[src/rtl/ssram_ctl_pkg.sv]
package ssram_ctl_pkg;

    typedef enum logic [1:0] {
        ST_READ   = 2'd0,
        ST_CAP_WR = 2'd1,
        ST_WRITE  = 2'd2,
        ST_CAP_RD = 2'd3
    } seq_state_e;

    typedef struct packed {
        logic cap_n;
        logic we_n;
        logic oe_n;
        logic dq_dir;
    } mem_cmd_t;

endpackage

[src/rtl/ssram_sync.sv]
module ssram_sync #(
    parameter int           W       = 1,
    parameter logic [W-1:0] RST_VAL = '0
) (
    input  logic         clk,
    input  logic         rst_n,
    input  logic [W-1:0] d,
    output logic [W-1:0] q
);
    logic [W-1:0] meta_q;

    always_ff @(posedge clk or negedge rst_n) begin
        if (!rst_n) begin
            meta_q <= RST_VAL;
            q      <= RST_VAL;
        end else begin
            meta_q <= d;
            q      <= meta_q;
        end
    end
endmodule

[src/rtl/ssram_seq_fsm.sv]
module ssram_seq_fsm
    import ssram_ctl_pkg::*;
#(
    parameter int UA_W = 4,
    parameter int DV_W = 4
) (
    input  logic            clk,
    input  logic            rst_n,
    input  logic            wr_req,
    input  logic [UA_W-1:0] addr_s,
    input  logic [DV_W-1:0] wdat_s,
    output mem_cmd_t        cmd,
    output logic [UA_W-1:0] cur_addr,
    output logic [DV_W-1:0] wr_val,
    output logic            rd_issue
);
    seq_state_e state_q, state_d;
    logic       wr_pend_q;
    logic       rd_first_q;
    logic       take_wr;
    logic       take_rd;

    // next-state decision
    always_comb begin
        state_d = state_q;
        unique case (state_q)
            ST_READ: begin
                if (wr_pend_q || wr_req)
                    state_d = ST_CAP_WR;
                else if (addr_s != cur_addr)
                    state_d = ST_CAP_RD;
            end
            ST_CAP_WR: state_d = ST_WRITE;
            ST_WRITE:  state_d = ST_CAP_RD;
            ST_CAP_RD: state_d = ST_READ;
            default:   state_d = ST_READ;
        endcase
    end

    assign take_wr = (state_q == ST_READ) && (state_d == ST_CAP_WR);
    assign take_rd = (state_q == ST_READ) && (state_d == ST_CAP_RD);

    // state register and the values latched on leaving ST_READ
    always_ff @(posedge clk or negedge rst_n) begin
        if (!rst_n) begin
            state_q    <= ST_READ;
            wr_pend_q  <= 1'b0;
            cur_addr   <= '0;
            wr_val     <= '0;
            rd_first_q <= 1'b0;
        end else begin
            state_q    <= state_d;
            wr_pend_q  <= take_wr ? (wr_pend_q & wr_req) : (wr_pend_q | wr_req);
            rd_first_q <= (state_q == ST_CAP_RD);
            if (take_wr) begin
                cur_addr <= addr_s;
                wr_val   <= wdat_s;
            end else if (take_rd) begin
                cur_addr <= addr_s;
            end
        end
    end

    // command lines per state
    always_comb begin
        cmd = '{cap_n: 1'b1, we_n: 1'b1, oe_n: 1'b1, dq_dir: 1'b1};
        unique case (state_q)
            ST_READ:   cmd.oe_n  = 1'b0;
            ST_CAP_WR: cmd.cap_n = 1'b0;
            ST_WRITE: begin
                cmd.we_n   = 1'b0;
                cmd.dq_dir = 1'b0;
            end
            ST_CAP_RD: cmd.cap_n = 1'b0;
            default:   cmd.oe_n  = 1'b0;
        endcase
    end

    assign rd_issue = rd_first_q;
endmodule

[src/rtl/ssram_rd_pipe.sv]
module ssram_rd_pipe #(
    parameter int LAT    = 2,
    parameter int DATA_W = 36,
    parameter int LANES  = 4
) (
    input  logic              clk,
    input  logic              rst_n,
    input  logic              issue,
    input  logic [DATA_W-1:0] dq_i,
    output logic [LANES-1:0]  rd_val
);
    localparam int LANE_W = DATA_W / LANES;

    logic [LAT-1:0]   pipe_q;
    logic [LANES-1:0] picked;
    logic             unused_bus;

    generate
        if (LAT == 1) begin : g_lat1
            always_ff @(posedge clk or negedge rst_n) begin
                if (!rst_n) pipe_q <= '0;
                else        pipe_q <= issue;
            end
        end else begin : g_latn
            always_ff @(posedge clk or negedge rst_n) begin
                if (!rst_n) pipe_q <= '0;
                else        pipe_q <= {pipe_q[LAT-2:0], issue};
            end
        end
    endgenerate

    for (genvar g = 0; g < LANES; g++) begin : g_pick
        assign picked[g] = dq_i[g*LANE_W];
    end

    assign unused_bus = ^dq_i;

    always_ff @(posedge clk or negedge rst_n) begin
        if (!rst_n)              rd_val <= '0;
        else if (pipe_q[LAT-1])  rd_val <= picked;
    end
endmodule

[src/rtl/ssram_panel_ctrl.sv]
module ssram_panel_ctrl
    import ssram_ctl_pkg::*;
#(
    parameter int MEM_AW = 19,
    parameter int DATA_W = 36,
    parameter int LANES  = 4,
    parameter int UA_W   = 4,
    parameter int RD_LAT = 2
) (
    input  logic              clk,
    input  logic              rst_n,
    input  logic [UA_W-1:0]   sw_addr,
    input  logic [LANES-1:0]  sw_wdata,
    input  logic              wr_btn_n,
    output logic [MEM_AW-1:0] mem_addr,
    output logic              mem_cap_n,
    output logic              mem_we_n,
    output logic              mem_oe_n,
    output logic              mem_dq_dir,
    output logic [DATA_W-1:0] mem_dq_o,
    input  logic [DATA_W-1:0] mem_dq_i,
    output logic [LANES-1:0]  rd_val
);
    localparam int LANE_W = DATA_W / LANES;

    logic [UA_W-1:0]  addr_s;
    logic [LANES-1:0] wdat_s;
    logic             btn_s;
    logic             btn_q;
    logic             wr_req;
    mem_cmd_t         cmd;
    logic [UA_W-1:0]  cur_addr;
    logic [LANES-1:0] wr_val;
    logic             rd_issue;

    ssram_sync #(.W(UA_W), .RST_VAL('0)) u_sync_addr (
        .clk(clk), .rst_n(rst_n), .d(sw_addr), .q(addr_s));

    ssram_sync #(.W(LANES), .RST_VAL('0)) u_sync_data (
        .clk(clk), .rst_n(rst_n), .d(sw_wdata), .q(wdat_s));

    ssram_sync #(.W(1), .RST_VAL(1'b1)) u_sync_btn (
        .clk(clk), .rst_n(rst_n), .d(wr_btn_n), .q(btn_s));

    always_ff @(posedge clk or negedge rst_n) begin
        if (!rst_n) btn_q <= 1'b1;
        else        btn_q <= btn_s;
    end

    assign wr_req = btn_q & ~btn_s;

    ssram_seq_fsm #(.UA_W(UA_W), .DV_W(LANES)) u_fsm (
        .clk(clk), .rst_n(rst_n), .wr_req(wr_req), .addr_s(addr_s),
        .wdat_s(wdat_s), .cmd(cmd), .cur_addr(cur_addr), .wr_val(wr_val),
        .rd_issue(rd_issue));

    ssram_rd_pipe #(.LAT(RD_LAT), .DATA_W(DATA_W), .LANES(LANES)) u_rd (
        .clk(clk), .rst_n(rst_n), .issue(rd_issue), .dq_i(mem_dq_i),
        .rd_val(rd_val));

    for (genvar g = 0; g < LANES; g++) begin : g_pack
        assign mem_dq_o[g*LANE_W +: LANE_W] = {{(LANE_W-1){1'b0}}, wr_val[g]};
    end

    assign mem_addr   = {{(MEM_AW-UA_W){1'b0}}, cur_addr};
    assign mem_cap_n  = cmd.cap_n;
    assign mem_we_n   = cmd.we_n;
    assign mem_oe_n   = cmd.oe_n;
    assign mem_dq_dir = cmd.dq_dir;
endmodule

[config.mk]
export PLATFORM = sky130hd
export DESIGN_NAME = ssram_panel_ctrl
export DESIGN_NICKNAME = d
export VERILOG_FILES = /design/src/rtl/ssram_ctl_pkg.sv /design/src/rtl/ssram_sync.sv /design/src/rtl/ssram_seq_fsm.sv /design/src/rtl/ssram_rd_pipe.sv /design/src/rtl/ssram_panel_ctrl.sv
export SDC_FILE = /design/constraint.sdc
export NUM_CORES = 1
export LEC_CHECK = 0
export BUFFER_PORTS_ARGS = -buffer_cell sky130_fd_sc_hd__buf_2
export CAP_MARGIN = 20
export CORE_ASPECT_RATIO = 0.7
export CORE_UTILIZATION = 30
export CTS_CLUSTER_SIZE = 20
export DETAILED_ROUTE_END_ITERATION = 10
export PLACE_DENSITY = 0.68
export SYNTH_ARGS = -nofsm -noshare
export SYNTH_HDL_FRONTEND = slang
export SYNTH_HIERARCHICAL = 1
export SYNTH_SLANG_ARGS = --single-unit
export TNS_END_PERCENT = 30
[constraint.sdc]
create_clock -name clk -period 1.4 [get_ports clk]
set_input_delay 0.07 -clock clk [delete_from_list [all_inputs] [get_ports clk]]
set_output_delay 0.07 -clock clk [all_outputs]
set_load 0.005 [all_outputs]
==> impl_metrics.ini <==
[grt]
track_usage_pct = 8.55
grt_pass1_vias = 825
antenna_found_initial = 0
gr-total-overflow = 0
grt_pass1_wl_um = 3700
grt_max_degree = 20

[floorplan]
die_h_um = 64.4
dieArea_um2 = 5870
die_w_um = 91.2
io_pins = 110
start_util_pct = 31.6
num_rows = 22
core-area_um2 = 5290

[outcome]
status = finished, final reports clean

[worst_hold_path]
min_path_type = in2reg

[placement]
place_hpwl_um = 1720
port_buffers = 30
post_dp_cell_area_um2 = 1810
dp_cells = 237
gp_congestion = 0.749

[cts]
post-cts-setup-buffer-count = 0
cts_buffers = 5
cts_tree = yes
clk_pin_slew_ns = 0.07
cts_sinks = 37
cts_max_level = 2
root_buffer = clkbuf_8
clk_latency_ns = 0.28
cts_buffer_depth = 2

[route]
drt-initial-drc-count = 27
avgViaCountPerCell = 3.44
wirelength_um = 2320
via_count = 878
wl_per_cell_um = 9.08
drcViolationCount = 0
postRouteAntennaNets = 0
dr.pass1.iters = 4

[yosys]
ys_warn_count = 6
synth_area_um2 = 1670
synthDistinctLibCells = 22
syn_inst = 128
syn_area_per_cell_um2 = 13.0
ys_seq_elements = 37
yosysSeqAreaShare_pct = 55.7

[sta]
clock_skew_ns = 0.00440
hold_slack_ns = 0.0166
finalCritPeriodShare_pct = 98.1
fmax_ghz = 0.728
tns_ns = 0
finalSetupViolations = 0
period_needed_ns = 1.37
hold_viol_final = 0
rsz0062_at_grt = yes
final_max_slew_viol_count = 0

[setup_path]
worstPathRequired_ns = 1.57
critPathLaunchType = register
cp-end-kind = register
crit_path_max_fanout = 7
crit_arrival_ns = 1.55
critPathKind = reg2reg

[run]
maxCapViolCount = 0

[finish]
design_area_um2 = 2050
syn2layout_area_growth_pct = 22.9
drive_gt1_share_pct = 36.6
fin_nets = 233
utilization_pct = 38.8
n_antenna_cell = 0
n_fill_cell = 541
final_cells = 255

[pwr]
powerDensity_nw_per_um2 = 1800
irDropWorstVdd_v = 0.000617
p_leak_nw = 1.03
## where the power goes
group / internal [W] / leakage (nW) / switching (W)
Sequential: 0.00136 / 0.437 / 0.000172
Combinational: 0.000808 / 0.550 / 0.000660
Clock: 0.000343 / 0.0439 / 0.000359
Total: 0.00251 / 1.03 / 0.00119
## through the flow
stage / total power (W) / setup WS (ns)
after global routing: 0.00401 / -0.0494
after CTS: 0.00373 / 0.000777
after global placement: 0.00283 / -0.0255
after detailed placement: 0.00288 / -0.0442
after floorplan: 0.00238 / 0.000466
final: 0.00370 / 0.0263
## worst paths after layout
kind | from | endpoint | slack, ns | depth (start not counted)
worst min register to register | u_sync_addr/meta_q[0] | u_sync_addr/q[0] | 0.35 | 0
worst max register to register | u_sync_addr/q[0] | u_fsm/wr_val[0] | 0.03 | 4
worst min-delay path | mem_dq_i[27] | u_rd/rd_val[3] | 0.02 | 2
worst max-delay path | u_sync_addr/q[0] | u_fsm/wr_val[0] | 0.03 | 4
max in group asynchronous | rst_n | u_fsm/wr_val[0] | 0.69 | 3
min in group asynchronous | rst_n | u_fsm/cur_addr[0] | 0.26 | 2
## placed cells by master (no fill, tap or decap), types with 5 or more instances in the layout
cell           netlist  routed
conb_1               1      47
dfrtp_1             34      34
buf_2                1      30
dlygate4sd3_1        0      10
buf_4               48       8
mux2_2               6       6
clkbuf_8             0       5
## registers in the layout (all words and copies together) (netlist names)
register / cells
u_sync_addr/meta_q: 4
u_fsm/state_q: 2
u_sync_data/q: 4
btn_q: 1
u_fsm/rd_issue: 1
u_rd/pipe_q: 2
u_sync_btn/meta_q: 1
u_sync_addr/q: 4
u_fsm/wr_val: 4
u_sync_btn/q: 1
u_fsm/cur_addr: 4
u_sync_data/meta_q: 4
u_rd/rd_val: 4
u_fsm/wr_pend_q: 1
## routing by layer
| metal | GRT usage [%] | wire length (µm) |
|---|---|---|
| met1 | 9.68 | 978 |
| met2 | 13.8 | 1170 |
| met3 | 4.17 | 148 |
| met4 | 3.57 | 18 |
| met5 | 0 | 0 |
## cell families (layout without fill, tap and decap cells)
logic type / Yosys count / in the layout / share of synthesized area [%]
other: 1 / 47 / 0.225
muxes: 8 / 8 / 5.40
and+or+nand+nor: 5 / 5 / 2.32
xor gates and xnor gates: 4 / 4 / 2.10
buffers and inverters: 54 / 63 / 23.0
AOI/OAI and AO/OA: 14 / 14 / 7.65
DFF: 37 / 37 / 55.7
adders and majority gates: 5 / 5 / 3.60
## final cells by class
cell class	instances	area, µm²	share of cell area, %
sequential	37	930	45.3
tap	72	90.1	4.39
inverter	5	18.8	0.915
clock inverter	3	17.5	0.854
timing repair buffer	50	342	16.7
multi-input combinational	83	584	28.5
clock buffer	5	68.8	3.36
## synth_stat cells
library cell | n | share of area (%)
a31o_1 | 4 | 2.1
buf_2 | 1 | 0.30
buf_4 | 48 | 22
conb_1 | 1 | 0.22
dfrtp_1 | 34 | 51
dfstp_2 | 3 | 4.7
ha_1 | 4 | 3.0
inv_1 | 5 | 1.1
maj3_1 | 1 | 0.60
mux2_1 | 2 | 1.3
mux2_2 | 6 | 4.0
nand3_1 | 1 | 0.30
nand4_2 | 1 | 0.75
nor2_1 | 2 | 0.45
nor2b_4 | 1 | 0.82
o211a_1 | 4 | 2.4
o211ai_1 | 1 | 0.45
o21ai_0 | 1 | 0.30
o21ai_1 | 2 | 0.60
o31ai_4 | 1 | 1.3
o41ai_1 | 1 | 0.52
xnor2_1 | 4 | 2.1
## what timing repair did
action                                 CTS  global route
cloned                                   0             0
endpoints found under the hold margin   24             0
gates resized for setup                  6             3
pin swaps                                2             0
hold buffers                            10             0
setup endpoints to repair                5             9
## critical path, stage by stage, from the launching register on
cell     delay, ns
dfrtp_1       0.41
xnor2_2       0.23
nand4_4       0.18
o211a_1       0.26
a31o_1        0.18
Note: power is estimated with default switching activity, not from simulation.
